--- src/rtl/irq_cause_group.sv ---
module irq_cause_group #(
  parameter int W  = 32,
  parameter int AW = 3
) (
  input  logic          clk,
  input  logic          rst_n,
  input  logic [W-1:0]  evt_i,
  input  logic [AW-1:0] addr,
  input  logic          wr_en,
  input  logic [W-1:0]  wr_data,
  input  logic          rd_en,
  output logic [W-1:0]  rd_data,
  output logic [W-1:0]  pend_o,
  output logic          irq_o,
  output logic          abort_o
);

  localparam logic [AW-1:0] A_CAUSE = AW'(0);
  localparam logic [AW-1:0] A_CSET  = AW'(1);
  localparam logic [AW-1:0] A_MASK  = AW'(2);
  localparam logic [AW-1:0] A_MCLR  = AW'(3);
  localparam logic [AW-1:0] A_AMASK = AW'(4);
  localparam logic [AW-1:0] A_CTRL  = AW'(5);
  localparam logic [AW-1:0] A_PEND  = AW'(6);
  localparam logic [W-1:0]  ONES    = '1;

  logic [W-1:0] cause_q, mask_q, amask_q, ctrl_q;
  logic [W-1:0] cause_keep, cause_raise, mask_keep;

  wire wr_cause = wr_en && (addr == A_CAUSE);
  wire wr_cset  = wr_en && (addr == A_CSET);
  wire wr_mask  = wr_en && (addr == A_MASK);
  wire wr_mclr  = wr_en && (addr == A_MCLR);
  wire wr_amask = wr_en && (addr == A_AMASK);
  wire wr_ctrl  = wr_en && (addr == A_CTRL);

  assign cause_keep  = wr_cause ? wr_data : ONES;
  assign cause_raise = (wr_cset ? wr_data : '0) | evt_i;
  assign mask_keep   = wr_mclr ? wr_data : ONES;

  always_ff @(posedge clk) begin
    if (!rst_n) begin
      cause_q <= '0;
      mask_q  <= ONES;
      amask_q <= '0;
      ctrl_q  <= '0;
      irq_o   <= 1'b0;
    end else begin
      cause_q <= (cause_q & cause_keep) | cause_raise;
      mask_q  <= wr_mask ? wr_data : (mask_q & mask_keep);
      if (wr_amask) amask_q <= wr_data;
      if (wr_ctrl)  ctrl_q  <= wr_data;
      irq_o   <= |pend_o;
    end
  end

  assign pend_o  = cause_q & ~mask_q;
  assign abort_o = |(cause_q & amask_q);

  always_comb begin
    rd_data = '0;
    if (rd_en) begin
      case (addr)
        A_CAUSE, A_CSET: rd_data = cause_q;
        A_MASK, A_MCLR:  rd_data = mask_q;
        A_AMASK:         rd_data = amask_q;
        A_CTRL:          rd_data = ctrl_q;
        A_PEND:          rd_data = pend_o;
        default:         rd_data = '0;
      endcase
    end
  end


  evt_latch_chk: assert property (@(posedge clk) disable iff (!rst_n)
    (|evt_i) |=> ((cause_q & $past(evt_i)) == $past(evt_i)));


  cause_clr_chk: assert property (@(posedge clk) disable iff (!rst_n)
    (wr_cause && evt_i == '0) |=> ((cause_q & ~$past(wr_data)) == '0));


  mask_load_chk: assert property (@(posedge clk) disable iff (!rst_n)
    wr_mask |=> (mask_q == $past(wr_data)));


  mclr_keep_chk: assert property (@(posedge clk) disable iff (!rst_n)
    wr_mclr |=> (((mask_q ^ $past(mask_q)) & $past(wr_data)) == '0));


  mask_hold_chk: assert property (@(posedge clk) disable iff (!rst_n)
    !(wr_mask || wr_mclr) |=> $stable(mask_q));


  irq_lag_chk: assert property (@(posedge clk) disable iff (!rst_n)
    (pend_o == '0) |=> !irq_o);


  abort_quiet_chk: assert property (@(posedge clk) disable iff (!rst_n)
    (amask_q == '0) |-> !abort_o);

endmodule

--- config.mk ---
export PLATFORM = sky130hd
export DESIGN_NAME = irq_cause_group
export DESIGN_NICKNAME = d
export VERILOG_FILES = /design/src/rtl/irq_cause_group.sv
export SDC_FILE = /design/constraint.sdc
export NUM_CORES = 1
export LEC_CHECK = 0
export BUFFER_PORTS_ARGS = -buffer_cell sky130_fd_sc_hd__buf_2
export CAP_MARGIN = 25
export CORE_ASPECT_RATIO = 2
export CORE_UTILIZATION = 45
export CTS_BUF_LIST = sky130_fd_sc_hd__clkbuf_16
export DETAILED_ROUTE_END_ITERATION = 8
export GPL_TIMING_DRIVEN = 0
export MAX_ROUTING_LAYER = met4
export PLACE_DENSITY = 0.72
export SLEW_MARGIN = 15
export SYNTH_ARGS = -nofsm -noshare
export SYNTH_HDL_FRONTEND = slang
export SYNTH_SLANG_ARGS = --single-unit
--- constraint.sdc ---
create_clock -name clk -period 2.5 [get_ports clk]
set_input_delay 0.5 -clock clk [delete_from_list [all_inputs] [get_ports clk]]
set_output_delay 0.5 -clock clk [all_outputs]
set_load 0.005 [all_outputs]
==> impl_metrics.toml, run 1 <==
[timing]
clock_skew_ns = 0.00626
finalSetupTns_ns = 0
fmaxAchievable_mhz = 407
setup_viol = 0
fin_crit_sh_pct = 98.3
finalHoldViolations = 0
maxSlewHeadroom_pct = 50.9
tightest_slew_ns = 0.737
period_minus_slack_ns = 2.46
maxSlewViolCount = 0

[logic_synthesis]
synth_common_cells = "nand2_1 (164), dfxtp_1 (129), nor2_1 (67), a21boi_0 (64), clkbuf_1 (45)"
syn_area_um2 = 6420
synthCells = 771
ys_seq_elements = 129
synth_top_cell_area_share_pct = 40.2
ys_top_cells_by_area = "dfxtp_1 (40%), nand2_1 (9.6%), a21boi_0 (7.5%), a211oi_2 (5.9%), nor2_1 (3.9%)"
ys_seq_area_share_pct = 40.2
ys_warn_count = 0
ys.flop_type = "dfxtp_1"
synth-edff-count = 0
yosysMostFrequentCell = "nand2_1"
syn_avg_cell_area_um2 = 8.32
syn-num-nets = 842
synth_cell_types = 30
synth.largest_area_cell = "dfxtp_1"
async_reset_ff_share_pct = 0

[cells_and_area]
fin_nets = 995
drive_above_1_share_pct = 25.9
area_growth_pct = 25.3
diodes = 0

[floorplanning]
core_area_um2 = 13900
die-area_um2 = 14800
die-height_um = 171
rows = 61
initial_core_util_pct = 46.2
io_pins = 137
die_w_um = 86.4

[placement]
port_buffers = 134
gp_congestion = 0.953
hpwl_um = 17700

[power_and_ir_drop]
p_per_area_nw_per_um2 = 699
p_total_mw = 5.62
p_leak_nw = 3.14
switching_power_mw = 1.45
internal-power_mw = 4.17
seq_power_share_pct = 40.2
power_frac_comb_pct = 11.2
power.share.clock_pct = 48.5
peakVddDrop_v = 0.000416
netSwitchingFraction_pct = 25.9

[setup_path]
path_class = "register to output pin"
arrival_ns = 1.96
critPathLaunchType = "register"
worstPathRequired_ns = 2.00
worst-path-max-fanout = 5
endpoint_kind = "output pin"
slowest_stage = "or4_1"
crit_chain = "a22oi_2 -> nand4_1 -> or4_1 -> buf_2"
cp_slowest_stage_delay_ns = 0.60

[run]
drv_cap = 0

[detailed_routing]
wl_per_cell_um = 21.5
vias = 6918
firstDrtPassIters = 6
routed_via_density = 6.14
remaining_drc_errors = 0
routed_wl_um = 24200
drtIter0Drc = 781
drtAntennaViolNets = 0

[cts]
cts.sinks = 129
cts_root_buffer = "clkbuf_16"
clock_latency_ns = 0.43
htreeDepth = 4
cts_tree = "built"
clockBufferDepth = 2
cts-buffers-inserted = 17
path_clk_slew_ns = 0.06

[grt]
grt_pass1_vias = 6706
grt_max_degree = 20
overflow = 0
grt_pass1_wl_um = 36100
antenna_found_initial = 0
track_usage_pct = 34.1

[status]
status = "finished, final reports clean"

[worst_hold_path]
holdCritPathClass = "input pin to register"
## worst max-delay path, delay by kind of cell, from the launching register on
| family | cells | cell delay, ns |
|---|---|---|
| buffers and inverters | 1 | 0.16 |
| DFF | 1 | 0.38 |
| and+or+nand+nor | 2 | 0.76 |
| AOI/OAI and AO/OA | 1 | 0.24 |
## power by group through the flow
stage | sequential [mW] | combinational (mW) | clock [mW]
3_5_place_dp | 2.30 | 0.609 | 0
2_1_floorplan | 2.25 | 0.350 | 0
6_report | 2.26 | 0.631 | 2.73
3_3_place_gp | 2.29 | 0.599 | 0
4_1_cts | 2.25 | 0.616 | 2.71
5_1_grt | 2.27 | 0.678 | 2.80
## sequential cells by signal, indices dropped and copies added, names as in the netlist
name / count
irq_o: 1
ctrl_q: 32
cause_q: 32
mask_q: 32
amask_q: 32
## kinds of logic after synthesis
group | share of synthesized area, %
DFF | 40.2
and+or+nand+nor | 19.4
buffers and inverters | 4.45
AOI/OAI and AO/OA | 30.6
muxes | 5.28
## worst paths after layout
kind,from,to,slack [ns],cells after the start
worst min-delay path,evt_i[1],cause_q[1]$_SDFF_PN0_,0.32,3
worst max-delay path,cause_q[10]$_SDFF_PN0_,abort_o,0.04,4
worst min register to register,ctrl_q[23]$_SDFFE_PN0P_,ctrl_q[23]$_SDFFE_PN0P_,0.47,2
worst max register to register,cause_q[12]$_SDFF_PN0_,irq_o$_SDFF_PN0_,0.70,4
## placed cells by master, fill, tap and decap left out, types with 2 or more instances in the layout
cell type | netlist | final
a211oi_1 | 2 | 2
a211oi_2 | 30 | 30
a21boi_0 | 64 | 64
a21oi_1 | 34 | 33
a222oi_1 | 15 | 15
a22oi_1 | 33 | 29
a22oi_2 | 0 | 4
and3b_1 | 2 | 2
buf_2 | 9 | 143
buf_4 | 1 | 4
buf_6 | 5 | 5
bufinv_16 | 0 | 5
clkbuf_1 | 45 | 35
clkbuf_16 | 0 | 17
clkbuf_2 | 0 | 6
clkbuf_4 | 0 | 2
clkinv_4 | 0 | 4
clkinvlp_4 | 0 | 3
dfxtp_1 | 129 | 128
inv_1 | 0 | 2
mux2_2 | 15 | 15
mux2i_1 | 17 | 17
nand2_1 | 164 | 164
nand3b_1 | 3 | 3
nand4_1 | 6 | 6
nor2_1 | 67 | 66
nor2b_1 | 35 | 34
nor4_1 | 8 | 8
o21ai_0 | 15 | 15
o22ai_1 | 32 | 32
o31ai_1 | 32 | 32
## metrics by stage
| stage | utilization (%) | setup slack, ns | instances | instance area, um^2 | hold slack, ns |
|---|---|---|---|---|---|
| after CTS | 57.6 | 0.00311 | 1124 | 8000 | 0.327 |
| after global placement | 52.7 | -0.618 | 1094 | 7320 | 0.448 |
| after detailed placement | 52.7 | -0.599 | 1094 | 7320 | 0.457 |
| after global routing | 57.9 | -0.0101 | 1126 | 8040 | 0.330 |
| final | 57.9 | 0.0431 | 1126 | 8040 | 0.320 |
| after floorplan | - | 0.312 | 771 | 6420 | 0.440 |
## metal layers
layer / track usage, % / vias to the layer above / wire, um
met5: - / - / 0
met4: 25.4 / 0 / 1790
met3: 5.26 / 132 / 1810
met2: 57.1 / 455 / 12100
met1: 35.6 / 3229 / 8460
li1: - / 3102 / -
## layout make-up
type / count / area [um^2]
sequential: 129 / 2580
buffer: 59 / 299
fill: 1341 / 5850
tap: 189 / 236
clock buffer: 17 / 425
timing repair buffer: 137 / 693
multi-input combinational: 580 / 3580
clock inverter: 15 / 219
## what timing repair did
action / in CTS / in global routing
buffers inserted: 0 / 3
pin swaps: 0 / 1
hold endpoints to repair: 0 / 0
resized for setup: 17 / 7
endpoints found under the setup margin: 33 / 21
hold buffers: 0 / 0
Power figures use the tool's default switching activity.
==> run 2, diff against run 1 <==
- CORE_ASPECT_RATIO: 2 -> unset
- HOLD_SLACK_MARGIN: unset -> 0.03
- clock period: 2.5 -> 2.6 ns (I/O delays scaled with it)
==> impl_metrics.toml, run 2 (synthesis gave the netlist of run 1 again) <==
[status]
status = "finished, final reports clean"

[cells_and_area]
drive_above_1_share_pct = 24.4
final_cell_mix = "nand2_1 (164), buf_2 (141), dfxtp_1 (129), nor2_1 (66), a21boi_0 (64)"
fin_nets = 993
diodes = 0
final_common_cell = "nand2_1"
fin_cells = 1113
area_growth_pct = 22.8

[cts]
path_clk_slew_ns = 0.06
cts.sinks = 129
cts_root_buffer = "clkbuf_16"
cts-buffers-inserted = 17
clockBufferDepth = 2
htreeDepth = 4
clock_latency_ns = 0.43
postCtsSetupBuffers = 0
cts_tree = "built"

[setup_path]
crit_family = "buffers and inverters"
ff2ff_setup_slack_ns = 0.86
worstPathRequired_ns = 2.08
critPathLaunchType = "input pin"
arrival_ns = 2.07
reg2regPathDepth = 4
worst-path-max-fanout = 10
cp_slowest_stage_delay_ns = 0.47
rr_startpoint = "cause_q[13]$_SDFF_PN0_"
path_buf_inv = 3
r2r-end = "irq_o$_SDFF_PN0_"
crit_chain = "buf_2 -> nor2b_1 -> clkbuf_2 -> a222oi_1 -> nor2_1 -> buf_2"
slowest_stage = "nor2b_1"
endpoint_kind = "output pin"
crit_top_cell = "buf_2"
path_class = "input pin to output pin"

[placement]
gp_congestion = 0.949
port_buffers = 134
dp_cells = 1085
hpwl_um = 16400

[detailed_routing]
routed_via_density = 6.07
firstDrtPassIters = 7
routed_wl_um = 23100
vias = 6756
drtIter0Drc = 721
wl_per_cell_um = 20.7
drtAntennaViolNets = 0
remaining_drc_errors = 0

[floorplanning]
core_area_um2 = 13900
die-area_um2 = 14700
die-height_um = 121
rows = 43
initial_core_util_pct = 46.2
die_w_um = 121
io_pins = 137

[power_and_ir_drop]
p_total_mw = 4.98
p_leak_nw = 3.09
p_per_area_nw_per_um2 = 633
peakVddDrop_v = 0.000482

[grt]
antenna_found_initial = 0
track_usage_pct = 33.5
grt_pass1_wl_um = 35500
grt_max_degree = 20
overflow = 0
grt_pass1_vias = 6313

[timing]
tightest_slew_ns = 0.749
setup_viol = 0
maxSlewViolCount = 0
clock_skew_ns = 0.00526
fmaxAchievable_mhz = 386
rsz0062_at_grt = "no"
fin_crit_sh_pct = 99.6
period_minus_slack_ns = 2.59
maxSlewHeadroom_pct = 50.1
finalHoldViolations = 0

[worst_hold_path]
holdCritPathClass = "input pin to register"
holdCritStartpoint = "evt_i[6]"
hold_depth = 3
hold_end = "cause_q[6]$_SDFF_PN0_"

[run]
drv_cap = 0
-- run 2: per-stage QoR --
step	TNS, ns	instance area, um^2	utilization, %	worst slack, ns	hold slack, ns
after CTS	0	7860	56.6	0.00946	0.338
after global routing	0	7880	56.7	0.00101	0.347
final	0	7880	56.7	0.0112	0.348
after global placement	-10.74	7310	52.7	-0.605	0.449
after floorplan	0	6420	-	0.372	0.440
after detailed placement	-10.44	7310	52.7	-0.583	0.454
-- run 2: timing repair --
item                                    4_1_cts  5_1_grt
hold buffers                                  0        0
endpoints found under the setup margin       32       29
hold endpoints to repair                      0        0
resized for setup                             9       16
gates cloned                                  0        0
-- run 2: worst max-delay path by stage --
| stage | from | endpoint | cells after the start |
|---|---|---|---|
| 2_1_floorplan | addr[1] | rd_data[12] | 7 |
| 3_3_place_gp | addr[0] | rd_data[12] | 7 |
| 3_5_place_dp | addr[0] | rd_data[12] | 7 |
| 4_1_cts | addr[0] | rd_data[25] | 7 |
| 5_1_grt | addr[2] | rd_data[12] | 9 |
| 6_report | addr[2] | rd_data[8] | 6 |
-- run 2: power breakdown --
| part | leakage (nW) | switching [mW] | internal, mW |
|---|---|---|---|
| sequential | 1.05 | 0.111 | 2.06 |
| combinational | 1.76 | 0.350 | 0.250 |
| clock | 0.276 | 0.846 | 1.36 |
-- run 2: final cells by class --
| cell class | count | area [um^2] |
|---|---|---|
| Multi-Input combinational cell | 580 | 3560 |
| Clock buffer | 17 | 425 |
| Fill cell | 1346 | 6000 |
| Timing Repair Buffer | 134 | 671 |
| Sequential cell | 129 | 2580 |
| Clock inverter | 13 | 106 |
| Buffer | 60 | 310 |
| Tap cell | 180 | 225 |
-- run 2: metal layers --
layer	GRT usage, %	vias up	wire (um)	part of all wire, %
met5	-	-	0	0
met1	42.9	3178	9650	42
li1	-	3085	-	-
met3	7.94	76	2350	10
met2	48.9	417	10200	44
met4	17.1	0	932	4.0
-- run 2: worst reg2reg max path, cell delays in order, from the launching register on --
cell     delay, ns
dfxtp_1       0.38
nor2b_1       0.20
nor4_1        0.53
nand4_1       0.26
o21a_1        0.26
==> run 3, diff against run 2 <==
- GPL_TIMING_DRIVEN: 0 -> unset
==> impl_metrics.toml, run 3 (synthesis gave the netlist of run 1 again) <==
[cts]
cts.sinks = 129
cts-buffers-inserted = 17
clockBufferDepth = 2
clock_latency_ns = 0.44
postCtsSetupBuffers = 0
cts_tree = "built"
path_clk_slew_ns = 0.06
htreeDepth = 4
cts_root_buffer = "clkbuf_16"

[timing]
maxSlewHeadroom_pct = 42.8
fmaxAchievable_mhz = 393
period_minus_slack_ns = 2.55
maxSlewViolCount = 0
hold_slack_ns = 0.330
finalHoldViolations = 0
clock_skew_ns = 0.00792
finalSetupTns_ns = 0
tightest_slew_ns = 0.850
fin_crit_sh_pct = 98.0
setup_viol = 0
fin_ws_ns = 0.0526
rsz0062_at_grt = "no"

[placement]
hpwl_um = 15500
post-place-ws_ns = 0.273
port_buffers = 136
dp_cells = 1066
gp_congestion = 0.911

[floorplanning]
core_area_um2 = 13900
die-height_um = 121
die-area_um2 = 14700
die_w_um = 121
rows = 43
io_pins = 137
initial_core_util_pct = 46.2

[grt]
antenna_found_initial = 0
track_usage_pct = 31.5
grt_max_degree = 95
grt_pass1_vias = 6126
overflow = 0
grt_pass1_wl_um = 33900

[power_and_ir_drop]
p_total_mw = 5.21
p_per_area_nw_per_um2 = 650
peakVddDrop_v = 0.000507
p_leak_nw = 3.17

[setup_path]
critPathLaunchType = "register"
endpoint_kind = "output pin"
worst-path-max-fanout = 5
worstPathRequired_ns = 2.08
path_class = "register to output pin"
arrival_ns = 2.03

[run]
drv_cap = 0

[detailed_routing]
drtAntennaViolNets = 0
drtIter0Drc = 1021
vias = 6683
wl_per_cell_um = 20.1
routed_wl_um = 22100
firstDrtPassIters = 6
routed_via_density = 6.09
remaining_drc_errors = 0

[cells_and_area]
fin_nets = 976
area_growth_pct = 25.0
diodes = 0
fin_cells = 1097
final_cell_mix = "nand2_1 (164), buf_2 (135), dfxtp_1 (129), nor2_1 (65), a21boi_0 (64)"
final_common_cell = "nand2_1"
drive_above_1_share_pct = 27.8

[worst_hold_path]
holdCritPathClass = "input pin to register"

[status]
status = "finished, final reports clean"
[run 3: where the power goes]
| part | switching [mW] | internal, mW |
|---|---|---|
| Clock | 0.939 | 1.50 |
| Sequential | 0.110 | 2.06 |
| Combinational | 0.339 | 0.268 |
| Total | 1.39 | 3.82 |
[run 3: path summary, 6_finish.rpt]
path / slack, ns / from / end / cells after the start
setup reg to reg: 0.76 / cause_q[30]$_SDFF_PN0_ / irq_o$_SDFF_PN0_ / 4
hold / removal: 0.33 / evt_i[10] / cause_q[10]$_SDFF_PN0_ / 3
setup / recovery: 0.05 / cause_q[10]$_SDFF_PN0_ / abort_o / 4
hold reg to reg: 0.46 / ctrl_q[17]$_SDFFE_PN0P_ / ctrl_q[17]$_SDFFE_PN0P_ / 2
[run 3: stage by stage]
step	instance area, um^2	utilization [%]
2_1_floorplan	6420	-
3_3_place_gp	7430	53.5
3_5_place_dp	7430	53.5
4_1_cts	8020	57.8
5_1_grt	8020	57.8
6_report	8020	57.8
[run 3: worst max-delay path, cell delays in order (launching register included)]
cell,delay [ns]
dfxtp_1,0.38
a22oi_1,0.29
nand4_1,0.15
or4_1,0.60
buf_2,0.16
[run 3: routing by layer]
layer / vias up / wire length, um / share of wire (%) / track usage [%]
met4: 0 / 728 / 3.3 / 13.7
li1: 3066 / - / - / -
met1: 3145 / 9100 / 41 / 40.2
met3: 65 / 2200 / 10 / 7.38
met5: - / 0 / 0 / -
met2: 407 / 10000 / 45 / 47.3
[run 3: final cells by class]
type,count,area [um^2]
clock buffer,17,425
clock inverter,14,165
fill,1259,5860
multi-input combinational,580,3560
sequential,129,2580
tap,180,225
timing repair buffer,177,1070
[run 3: repair_timing]
item,4_1_cts,5_1_grt
setup endpoints to repair,0,1
hold buffers,0,0
gates resized for setup,0,1
